===== src/rtl/sbiso_pkg.sv =====
package sbiso_pkg;

    localparam int DATA_W = 32;

    // register slot selected by address bits [3:2]
    typedef enum logic [1:0] {
        RS_CTRL = 2'd0,
        RS_TIN  = 2'd1,
        RS_TOUT = 2'd2,
        RS_CNT  = 2'd3
    } reg_slot_e;

    // one bus transfer as seen by the register block
    typedef struct packed {
        logic              sel;
        logic              en;
        logic              wr;
        logic              hit;
        reg_slot_e         slot;
        logic [DATA_W-1:0] wdata;
    } bus_op_t;

    // side-band signals of the example core
    typedef struct packed {
        logic run;
    } core_in_t;

    typedef struct packed {
        logic wrap;
    } core_out_t;

    localparam int SB_IN_W  = $bits(core_in_t);
    localparam int SB_OUT_W = $bits(core_out_t);

    function automatic reg_slot_e slot_of(input logic [1:0] word_idx);
        return reg_slot_e'(word_idx);
    endfunction

endpackage


===== src/rtl/sbiso_tick_core.sv =====
module sbiso_tick_core
    import sbiso_pkg::*;
#(
    parameter int CNT_W = 8
) (
    input  logic             clk,
    input  logic             rst,
    input  core_in_t         sb_in,
    input  logic             ld,
    input  logic [CNT_W-1:0] ld_val,
    output logic [CNT_W-1:0] count,
    output core_out_t        sb_out
);
    localparam logic [CNT_W-1:0] TOP = '1;

    logic [CNT_W-1:0] cnt_q;

    always_ff @(posedge clk) begin
        if (rst) begin
            cnt_q <= '0;
        end else if (ld) begin
            cnt_q <= ld_val;
        end else if (sb_in.run) begin
            cnt_q <= cnt_q + 1'b1;
        end
    end

    assign count       = cnt_q;
    assign sb_out.wrap = sb_in.run && (cnt_q == TOP);

endmodule


===== src/rtl/sbiso_mux.sv =====
module sbiso_mux #(
    parameter int IN_W  = 1,
    parameter int OUT_W = 1
) (
    input  logic             test_mode,
    input  logic [IN_W-1:0]  sys_in,
    input  logic [IN_W-1:0]  tst_in,
    output logic [IN_W-1:0]  core_in,
    input  logic [OUT_W-1:0] core_out,
    output logic [OUT_W-1:0] sys_out
);
    for (genvar i = 0; i < IN_W; i++) begin : g_in
        assign core_in[i] = test_mode ? tst_in[i] : sys_in[i];
    end

    for (genvar j = 0; j < OUT_W; j++) begin : g_out
        assign sys_out[j] = test_mode ? 1'b0 : core_out[j];
    end

endmodule


===== src/rtl/sbiso_regs.sv =====
module sbiso_regs
    import sbiso_pkg::*;
#(
    parameter int CNT_W = 8,
    parameter int IN_W  = 1,
    parameter int OUT_W = 1
) (
    input  logic              clk,
    input  logic              rst,
    input  bus_op_t           op,
    input  logic [CNT_W-1:0]  cnt_val,
    input  logic [OUT_W-1:0]  core_out,
    output logic              test_mode,
    output logic [IN_W-1:0]   tin,
    output logic              cnt_wr,
    output logic [CNT_W-1:0]  cnt_wdata,
    output logic [DATA_W-1:0] rdata
);
    logic              ctrl_q;
    logic [IN_W-1:0]   tin_q;
    logic [OUT_W-1:0]  tout_q;
    logic              wr_acc;

    assign wr_acc = op.sel && op.en && op.wr && op.hit;

    always_ff @(posedge clk) begin
        if (rst) begin
            ctrl_q <= 1'b0;
            tin_q  <= '0;
            tout_q <= '0;
        end else begin
            tout_q <= core_out;
            if (wr_acc) begin
                case (op.slot)
                    RS_CTRL: ctrl_q <= op.wdata[0];
                    RS_TIN:  tin_q  <= op.wdata[IN_W-1:0];
                    default: ;
                endcase
            end
        end
    end

    assign test_mode = ctrl_q;
    assign tin       = tin_q;
    assign cnt_wr    = wr_acc && (op.slot == RS_CNT);
    assign cnt_wdata = op.wdata[CNT_W-1:0];

    always_comb begin
        rdata = '0;
        if (op.sel && !op.wr && op.hit) begin
            case (op.slot)
                RS_CTRL: rdata[0]         = ctrl_q;
                RS_TIN:  rdata[IN_W-1:0]  = tin_q;
                RS_TOUT: rdata[OUT_W-1:0] = tout_q;
                RS_CNT:  rdata[CNT_W-1:0] = cnt_val;
                default: rdata = '0;
            endcase
        end
    end

endmodule


===== src/rtl/sbiso_shell.sv =====
module sbiso_shell
    import sbiso_pkg::*;
#(
    parameter int ADDR_W = 8,
    parameter int CNT_W  = 8
) (
    input  logic              pclk,
    input  logic              rst,
    input  logic              psel,
    input  logic              penable,
    input  logic              pwrite,
    input  logic [ADDR_W-1:0] paddr,
    input  logic [31:0]       pwdata,
    output logic [31:0]       prdata,
    output logic              pready,
    output logic              pslverr,
    input  logic              sys_en_i,
    output logic              sys_ovf_o
);
    bus_op_t               op;
    logic                  test_mode;
    logic [SB_IN_W-1:0]    tin;
    logic [SB_IN_W-1:0]    core_in_v;
    logic [SB_OUT_W-1:0]   core_out_v;
    logic [SB_OUT_W-1:0]   sys_out_v;
    logic                  cnt_wr;
    logic [CNT_W-1:0]      cnt_wdata;
    logic [CNT_W-1:0]      cnt_val;
    core_in_t              c_in;
    core_out_t             c_out;

    always_comb begin
        op.sel   = psel;
        op.en    = penable;
        op.wr    = pwrite;
        op.hit   = ((paddr >> 4) == '0);
        op.slot  = slot_of(paddr[3:2]);
        op.wdata = pwdata;
    end

    sbiso_regs #(.CNT_W(CNT_W), .IN_W(SB_IN_W), .OUT_W(SB_OUT_W)) u_regs (
        .clk       (pclk),
        .rst       (rst),
        .op        (op),
        .cnt_val   (cnt_val),
        .core_out  (core_out_v),
        .test_mode (test_mode),
        .tin       (tin),
        .cnt_wr    (cnt_wr),
        .cnt_wdata (cnt_wdata),
        .rdata     (prdata)
    );

    sbiso_mux #(.IN_W(SB_IN_W), .OUT_W(SB_OUT_W)) u_mux (
        .test_mode (test_mode),
        .sys_in    (sys_en_i),
        .tst_in    (tin),
        .core_in   (core_in_v),
        .core_out  (core_out_v),
        .sys_out   (sys_out_v)
    );

    assign c_in       = core_in_t'(core_in_v);
    assign core_out_v = SB_OUT_W'(c_out);

    sbiso_tick_core #(.CNT_W(CNT_W)) u_core (
        .clk    (pclk),
        .rst    (rst),
        .sb_in  (c_in),
        .ld     (cnt_wr),
        .ld_val (cnt_wdata),
        .count  (cnt_val),
        .sb_out (c_out)
    );

    assign sys_ovf_o = sys_out_v[0];
    assign pready    = 1'b1;
    assign pslverr   = 1'b0;

endmodule


===== config.mk =====
export PLATFORM = sky130hd
export DESIGN_NAME = sbiso_shell
export DESIGN_NICKNAME = d
export VERILOG_FILES = /design/src/rtl/sbiso_pkg.sv /design/src/rtl/sbiso_tick_core.sv /design/src/rtl/sbiso_mux.sv /design/src/rtl/sbiso_regs.sv /design/src/rtl/sbiso_shell.sv
export SDC_FILE = /design/constraint.sdc
export NUM_CORES = 1
export LEC_CHECK = 0
export BUFFER_PORTS_ARGS = -buffer_cell sky130_fd_sc_hd__buf_4
export CORE_MARGIN = 2
export CORE_UTILIZATION = 25
export DETAILED_ROUTE_END_ITERATION = 6
export PLACE_DENSITY = 0.66
export SYNTH_ARGS = -nofsm -noshare
export SYNTH_HDL_FRONTEND = slang
export SYNTH_HIERARCHICAL = 1
export SYNTH_SLANG_ARGS = --single-unit
export TNS_END_PERCENT = 30

===== constraint.sdc =====
create_clock -name pclk -period 1.8 [get_ports pclk]
set_clock_uncertainty 0.1 [all_clocks]
set_input_delay 0.36 -clock pclk [delete_from_list [all_inputs] [get_ports pclk]]
set_output_delay 0.36 -clock pclk [all_outputs]
set_load 0.1 [all_outputs]

==> results of run 1 <==
[final cells by class]
type / instances / area, um^2 / share of cell area
tap: 48 / 60.06 / 0.04348
timing repair buffer: 43 / 446.7 / 0.3234
multi-input combinational: 89 / 600.6 / 0.4348
inverter: 2 / 7.507 / 0.005435
sequential: 11 / 221.5 / 0.1603
clock buffer: 4 / 45.04 / 0.03261
[per-layer routing]
metal / up-vias / track usage
met5: - / 0
met4: 0 / 0.03906
met3: 2 / 0.02055
met2: 25 / 0.1569
met1: 358 / 0.1068
li1: 395 / -
[final timing paths]
path | start | endpoint | cells after the start
worst max-delay path | paddr[5] | prdata[1] | 7
worst min-delay path | pwdata[1] | u_core/count[1]$_SDFFE_PP0P_ | 3
worst max register to register | u_regs/test_mode$_SDFFE_PP0P_ | u_core/count[5]$_SDFFE_PP0P_ | 5
worst min register to register | u_regs/tin$_SDFFE_PP0P_ | u_regs/tin$_SDFFE_PP0P_ | 2
[stage by stage]
step | cell area (um^2) | hold WS, ns | TNS [ns]
final | 1381 | 0.2849 | -1.302
after global routing | 1381 | 0.2940 | -2.104
after CTS | 1361 | 0.2855 | -1.422
after detailed placement | 1162 | 0.3908 | -2.055
after global placement | 1162 | 0.3827 | -1.988
after floorplan | 1057 | 0.3316 | -1.424
[kinds of logic after synthesis]
group                      synth area share
and+or+nand+nor                      0.2666
buffers and inverters                0.2865
AOI/OAI and AO/OA                   0.07825
DFF                                  0.2334
muxes                               0.07294
xor gates and xnor gates            0.03713
other                               0.01194
adders and majority gates           0.01326
[worst max-delay path, stage by stage]
cell,delay [ns]
sky130_fd_sc_hd__buf_6,0.09
sky130_fd_sc_hd__nor4_4,0.31
sky130_fd_sc_hd__nand2_2,0.09
sky130_fd_sc_hd__nor3_2,0.15
sky130_fd_sc_hd__buf_4,0.17
sky130_fd_sc_hd__and2_4,0.16
sky130_fd_sc_hd__buf_12,0.17
[cells in the final DEF, fill, tap and decap left out, types with 4 or more instances in the layout]
master,n
sky130_fd_sc_hd__buf_4,31
sky130_fd_sc_hd__conb_1,26
sky130_fd_sc_hd__dfxtp_1,10
sky130_fd_sc_hd__buf_12,9
sky130_fd_sc_hd__nand2_1,7
sky130_fd_sc_hd__nor2_1,7
sky130_fd_sc_hd__and2_4,7
sky130_fd_sc_hd__xor2_1,4
[registers in the layout, indices dropped and copies added, names as in the netlist]
| register | count |
|---|---|
| u_core/count | 8 |
| u_regs/test_mode | 1 |
| u_regs/tin | 1 |
| u_regs/tout_q | 1 |
[repair_timing]
action / in CTS / in global routing
endpoints found under the setup margin: 9 / 10
pin swaps: 11 / 4
setup buffers: 1 / 1
gates resized for setup: 39 / 4
[where the power goes]
part	total (mW)	switching, mW	internal [mW]
logic	0.326	0.270	0.0561
registers	0.253	0.00371	0.249
clock network	0.247	0.0914	0.155
==> impl_metrics.xml, run 1 <==
<?xml version="1.0" encoding="UTF-8"?>
<metrics>
  <group name="routing">
    <metric name="maxUsedRoutingLayer" unit="">met4</metric>
    <metric name="routedWlPerCell" unit="um">9.335</metric>
    <metric name="drt_first_iter_violations" unit="">18</metric>
    <metric name="via_count" unit="">780</metric>
    <metric name="total_drc_errors_in_the_routed_layout" unit="">0</metric>
    <metric name="drt_pre_antenna_iters" unit="">4</metric>
    <metric name="drt-total-wl" unit="um">1839</metric>
    <metric name="met3_length" unit="um">97</metric>
    <metric name="routed_wl_met2" unit="um">935</metric>
    <metric name="route.detailed.vias_per_inst" unit="">3.959</metric>
    <metric name="m1WireLength" unit="um">778</metric>
    <metric name="antenna_left" unit="">0</metric>
  </group>
  <group name="logic_synthesis">
    <metric name="fraction_of_synthesized_cell_area_taken_by_the_top_area_cell_type" unit="">0.2706</metric>
    <metric name="synthDominantAreaCellType" unit="">sky130_fd_sc_hd__buf_4</metric>
    <metric name="post_synth_inst_count" unit="">115</metric>
    <metric name="seq_area_frac_synth" unit="">0.2334</metric>
    <metric name="synth_cell_type_count" unit="">30</metric>
    <metric name="synth-edff-count" unit="">0</metric>
    <metric name="synth-main-ff-cell" unit="">sky130_fd_sc_hd__dfxtp_1</metric>
    <metric name="synth.avg_cell_area" unit="um^2">8.204</metric>
    <metric name="mappedNetlistArea" unit="um^2">943.4</metric>
    <metric name="synth_most_common_cell" unit="">sky130_fd_sc_hd__buf_4</metric>
    <metric name="ys_top_cells_by_count" unit="">sky130_fd_sc_hd__buf_4 (34), sky130_fd_sc_hd__dfxtp_1 (11), sky130_fd_sc_hd__nand2_1 (8)</metric>
    <metric name="post_synth_main_area_contributors" unit="">sky130_fd_sc_hd__buf_4 (27%), sky130_fd_sc_hd__dfxtp_1 (23%), sky130_fd_sc_hd__and2_1 (4.6%)</metric>
    <metric name="number_of_register_bits_inferred_by_synthesis" unit="">11</metric>
    <metric name="asyncSetResetFlopFracSynth" unit="">0</metric>
    <metric name="yosys_warnings" unit="">6</metric>
  </group>
  <group name="pwr">
    <metric name="power.static_leakage" unit="nW">0.5885</metric>
    <metric name="irDropWorstVdd" unit="mV">0.1940</metric>
    <metric name="power.total" unit="uW">825.9</metric>
    <metric name="power.density_cell_area" unit="mW/mm^2">597.9</metric>
  </group>
  <group name="placed_design">
    <metric name="number_of_input_and_output_port_buffers_inserted" unit="">28</metric>
    <metric name="place_worst_setup_slack" unit="ns">-0.2716</metric>
    <metric name="gp_congestion" unit="">0.7663</metric>
    <metric name="dpl.hpwl" unit="um">1477</metric>
    <metric name="place.detailed.instances" unit="">191</metric>
  </group>
  <group name="hold_path">
    <metric name="hold_class" unit="">in2reg</metric>
  </group>
  <group name="sta">
    <metric name="final_hold_viol_count" unit="">0</metric>
    <metric name="finalSetupViolCount" unit="">9</metric>
    <metric name="fmaxAchievable" unit="GHz">0.5074</metric>
    <metric name="final_max_slew_viol_count" unit="">0</metric>
    <metric name="grt_setup_unrepaired" unit="">true</metric>
    <metric name="post_route_clock_period_utilization" unit="">1.095</metric>
    <metric name="final.min_clock_period" unit="ns">1.971</metric>
    <metric name="setup_slack" unit="ns">-0.1707</metric>
  </group>
  <group name="layout">
    <metric name="final_cell_count_no_fill" unit="">197</metric>
    <metric name="num-nets-final" unit="">197</metric>
    <metric name="num_antenna_cells" unit="">0</metric>
    <metric name="drive_above_1_share" unit="">0.4631</metric>
    <metric name="area.growth.synth_to_final" unit="%">46.42</metric>
    <metric name="fin_util" unit="">0.3802</metric>
    <metric name="filler_instances" unit="">385</metric>
  </group>
  <group name="clock_tree">
    <metric name="post_cts_hold_buffer_count" unit="">0</metric>
    <metric name="clk_path_buf_depth" unit="">2</metric>
    <metric name="cts_max_level" unit="">1</metric>
    <metric name="buffer_cell_driving_the_clock_tree_root" unit="">sky130_fd_sc_hd__clkbuf_8</metric>
    <metric name="tritoncts_num_sinks" unit="">11</metric>
    <metric name="clkTransAtPathRegs" unit="ns">0.05</metric>
    <metric name="cts_buffers" unit="">3</metric>
    <metric name="cts_tree" unit="">built</metric>
    <metric name="insertion_delay" unit="ns">0.23</metric>
  </group>
  <group name="die">
    <metric name="start_util" unit="">0.2596</metric>
    <metric name="die_w" unit="um">65.43</metric>
    <metric name="die_h" unit="um">65.43</metric>
    <metric name="top_ports" unit="">81</metric>
    <metric name="rows" unit="">22</metric>
    <metric name="floorplan.core_area" unit="mm^2">0.003633</metric>
    <metric name="area_of_the_die" unit="mm^2">0.004281</metric>
  </group>
  <group name="job">
    <metric name="drv_cap" unit="">0</metric>
  </group>
  <group name="global_route">
    <metric name="grt_start_max_net_pins" unit="">15</metric>
    <metric name="grt_pass1_wl" unit="um">3029</metric>
    <metric name="antenna_found_initial" unit="">0</metric>
    <metric name="globalRouteTotalUtil" unit="">0.09068</metric>
    <metric name="grt_remaining_overflow" unit="">0</metric>
    <metric name="grt_pass1_vias" unit="">716</metric>
  </group>
  <group name="critical_path">
    <metric name="r2r_slack" unit="ns">0.13</metric>
    <metric name="arrival" unit="ns">1.51</metric>
    <metric name="critPathKind" unit="">in2out</metric>
    <metric name="type_of_element_launching_the_critical_path" unit="">input pin</metric>
    <metric name="worstPathMaxFanout" unit="">7</metric>
    <metric name="worst_ep_required_time" unit="ns">1.34</metric>
    <metric name="end_kind" unit="">output pin</metric>
  </group>
  <group name="outcome">
    <metric name="violated_checks" unit="">setup timing</metric>
    <metric name="status" unit="">finished, violations left</metric>
  </group>
</metrics>
(Power assumes the default switching activity.)
==> inputs of run 2 (changes only) <==
PLACE_DENSITY = 0.68   (was 0.66)
clock period = 1.72 ns   (was 1.8 ns; I/O delays follow)
==> impl_metrics.xml, run 2 (synthesized netlist as in run 1, its figures left out) <==
<?xml version="1.0" encoding="UTF-8"?>
<metrics>
  <group name="outcome">
    <metric name="status" unit="">finished, violations left</metric>
    <metric name="violated_checks" unit="">setup timing</metric>
  </group>
  <group name="routing">
    <metric name="drt-total-wl" unit="um">1851</metric>
    <metric name="drt_first_iter_violations" unit="">7</metric>
    <metric name="total_drc_errors_in_the_routed_layout" unit="">0</metric>
    <metric name="routedWlPerCell" unit="um">9.348</metric>
    <metric name="route.detailed.vias_per_inst" unit="">3.949</metric>
    <metric name="drt_pre_antenna_iters" unit="">4</metric>
    <metric name="via_count" unit="">782</metric>
    <metric name="antenna_left" unit="">0</metric>
  </group>
  <group name="hold_path">
    <metric name="hold_start" unit="">rst</metric>
    <metric name="hold_class" unit="">in2reg</metric>
  </group>
  <group name="die">
    <metric name="area_of_the_die" unit="mm^2">0.004281</metric>
    <metric name="die_w" unit="um">65.43</metric>
    <metric name="start_util" unit="">0.2596</metric>
    <metric name="floorplan.core_area" unit="mm^2">0.003633</metric>
    <metric name="rows" unit="">22</metric>
    <metric name="top_ports" unit="">81</metric>
    <metric name="die_h" unit="um">65.43</metric>
  </group>
  <group name="sta">
    <metric name="final.min_clock_period" unit="ns">1.915</metric>
    <metric name="final_hold_viol_count" unit="">0</metric>
    <metric name="grt_setup_unrepaired" unit="">true</metric>
    <metric name="final_max_slew_viol_count" unit="">0</metric>
    <metric name="fin_hold_ws" unit="ns">0.2580</metric>
    <metric name="post_route_clock_period_utilization" unit="">1.113</metric>
    <metric name="setup_slack" unit="ns">-0.1952</metric>
    <metric name="fin_setup_tns" unit="ns">-1.592</metric>
    <metric name="fmaxAchievable" unit="GHz">0.5221</metric>
    <metric name="finalSetupViolCount" unit="">9</metric>
  </group>
  <group name="clock_tree">
    <metric name="clkTransAtPathRegs" unit="ns">0.05</metric>
    <metric name="insertion_delay" unit="ns">0.24</metric>
    <metric name="cts_tree" unit="">built</metric>
    <metric name="tritoncts_num_sinks" unit="">11</metric>
    <metric name="cts_max_level" unit="">1</metric>
    <metric name="cts_buffers" unit="">3</metric>
    <metric name="post_cts_hold_buffer_count" unit="">0</metric>
    <metric name="clk_path_buf_depth" unit="">2</metric>
    <metric name="buffer_cell_driving_the_clock_tree_root" unit="">sky130_fd_sc_hd__clkbuf_8</metric>
  </group>
  <group name="placed_design">
    <metric name="gp_congestion" unit="">0.7845</metric>
    <metric name="place.detailed.instances" unit="">192</metric>
    <metric name="number_of_input_and_output_port_buffers_inserted" unit="">28</metric>
    <metric name="dpl.hpwl" unit="um">1461</metric>
    <metric name="place_area" unit="mm^2">0.001170</metric>
  </group>
  <group name="layout">
    <metric name="largest_reg_flops" unit="">8</metric>
    <metric name="num-nets-final" unit="">198</metric>
    <metric name="filler_instances" unit="">370</metric>
    <metric name="fin_util" unit="">0.3764</metric>
    <metric name="final_cell_count_no_fill" unit="">198</metric>
    <metric name="most-common-layout-cells" unit="">sky130_fd_sc_hd__buf_4 (32), sky130_fd_sc_hd__conb_1 (26), sky130_fd_sc_hd__dfxtp_1 (10)</metric>
    <metric name="area.growth.synth_to_final" unit="%">44.96</metric>
    <metric name="drive_above_1_share" unit="">0.4467</metric>
    <metric name="design_area" unit="mm^2">0.001368</metric>
    <metric name="layout_commonest_cell" unit="">sky130_fd_sc_hd__buf_4</metric>
    <metric name="num_antenna_cells" unit="">0</metric>
  </group>
  <group name="critical_path">
    <metric name="cp_slowest_stage_delay" unit="ns">0.29</metric>
    <metric name="worst_ep_required_time" unit="ns">1.28</metric>
    <metric name="end_kind" unit="">output pin</metric>
    <metric name="critPathTopFamily" unit="">simple AND/OR/NAND/NOR gates</metric>
    <metric name="list_of_cells_traversed_by_the_critical_path" unit="">buf_6, nor4_4, nand2_2, nor3_2, buf_4, and2_4, buf_12</metric>
    <metric name="critPathKind" unit="">in2out</metric>
    <metric name="arrival" unit="ns">1.47</metric>
    <metric name="timing.critical_path.buf_inv" unit="">3</metric>
    <metric name="type_of_element_launching_the_critical_path" unit="">input pin</metric>
    <metric name="worstPathMaxFanout" unit="">7</metric>
    <metric name="launching_element_of_the_worst_setup_path" unit="">paddr[5]</metric>
    <metric name="worst_r2r_startpoint" unit="">u_regs/test_mode$_SDFFE_PP0P_</metric>
    <metric name="slowest_cp_cell" unit="">sky130_fd_sc_hd__nor4_4</metric>
    <metric name="r2r_slack" unit="ns">0.09</metric>
  </group>
  <group name="pwr">
    <metric name="irDropWorstVdd" unit="mV">0.2016</metric>
    <metric name="power.density_cell_area" unit="mW/mm^2">635.7</metric>
    <metric name="power.static_leakage" unit="nW">0.5951</metric>
  </group>
  <group name="global_route">
    <metric name="grt_pass1_vias" unit="">706</metric>
    <metric name="grt_start_max_net_pins" unit="">15</metric>
    <metric name="grt_pass1_wl" unit="um">3049</metric>
    <metric name="globalRouteTotalUtil" unit="">0.09503</metric>
    <metric name="grt_remaining_overflow" unit="">0</metric>
    <metric name="antenna_found_initial" unit="">0</metric>
  </group>
  <group name="job">
    <metric name="drv_cap" unit="">0</metric>
  </group>
</metrics>
-- run 2: cell type report --
cell class | count | area, um^2 | area share
Clock buffer | 4 | 45.04 | 0.03294
Inverter | 2 | 7.507 | 0.005489
Multi-Input combinational cell | 89 | 579.3 | 0.4236
Sequential cell | 11 | 221.5 | 0.1619
Tap cell | 48 | 60.06 | 0.04392
Timing Repair Buffer | 44 | 454.2 | 0.3321
-- run 2: final timing paths --
check | depth (start not counted) | end
max | 7 | prdata[1]
min | 2 | u_core/count[1]$_SDFFE_PP0P_
max reg2reg | 5 | u_core/count[5]$_SDFFE_PP0P_
min reg2reg | 2 | u_regs/tin$_SDFFE_PP0P_
-- run 2: per-stage QoR --
step | setup slack [ns] | power (mW)
floorplan | -0.3236 | 0.6057
CTS | -0.2300 | 0.8779
global route | -0.2692 | 0.9102
detailed placement | -0.3270 | 0.6042
global placement | -0.3100 | 0.6030
finish | -0.1952 | 0.8694
-- run 2: power by group --
part | leakage [nW] | switching (mW) | total (mW) | internal, mW
combinational | 0.483 | 0.281 | 0.339 | 0.0580
sequential | 0.0895 | 0.00362 | 0.264 | 0.261
clock | 0.0228 | 0.103 | 0.266 | 0.163
-- run 2: worst register-to-register path, cell delays in order, from the launching register on --
cell and delay, ns:
sky130_fd_sc_hd__dfxtp_2 0.33, sky130_fd_sc_hd__mux2_4 0.20, sky130_fd_sc_hd__buf_4 0.13, sky130_fd_sc_hd__nand4_2 0.17
sky130_fd_sc_hd__or3_1 0.34, sky130_fd_sc_hd__a311oi_1 0.27
-- run 2: timing repair --
action,in CTS,in global routing
setup endpoints to repair,9,15
pin swaps,11,4
resized for setup,36,3
buffers inserted,1,1
-- run 2: layer usage --
metal  up-vias  track usage  part of all wire
li1        399            -                 -
met1       350       0.1090              0.39
met3         5      0.01712             0.064
met5         -            0                 0
met2        28       0.1531              0.50
met4         0      0.07813             0.037
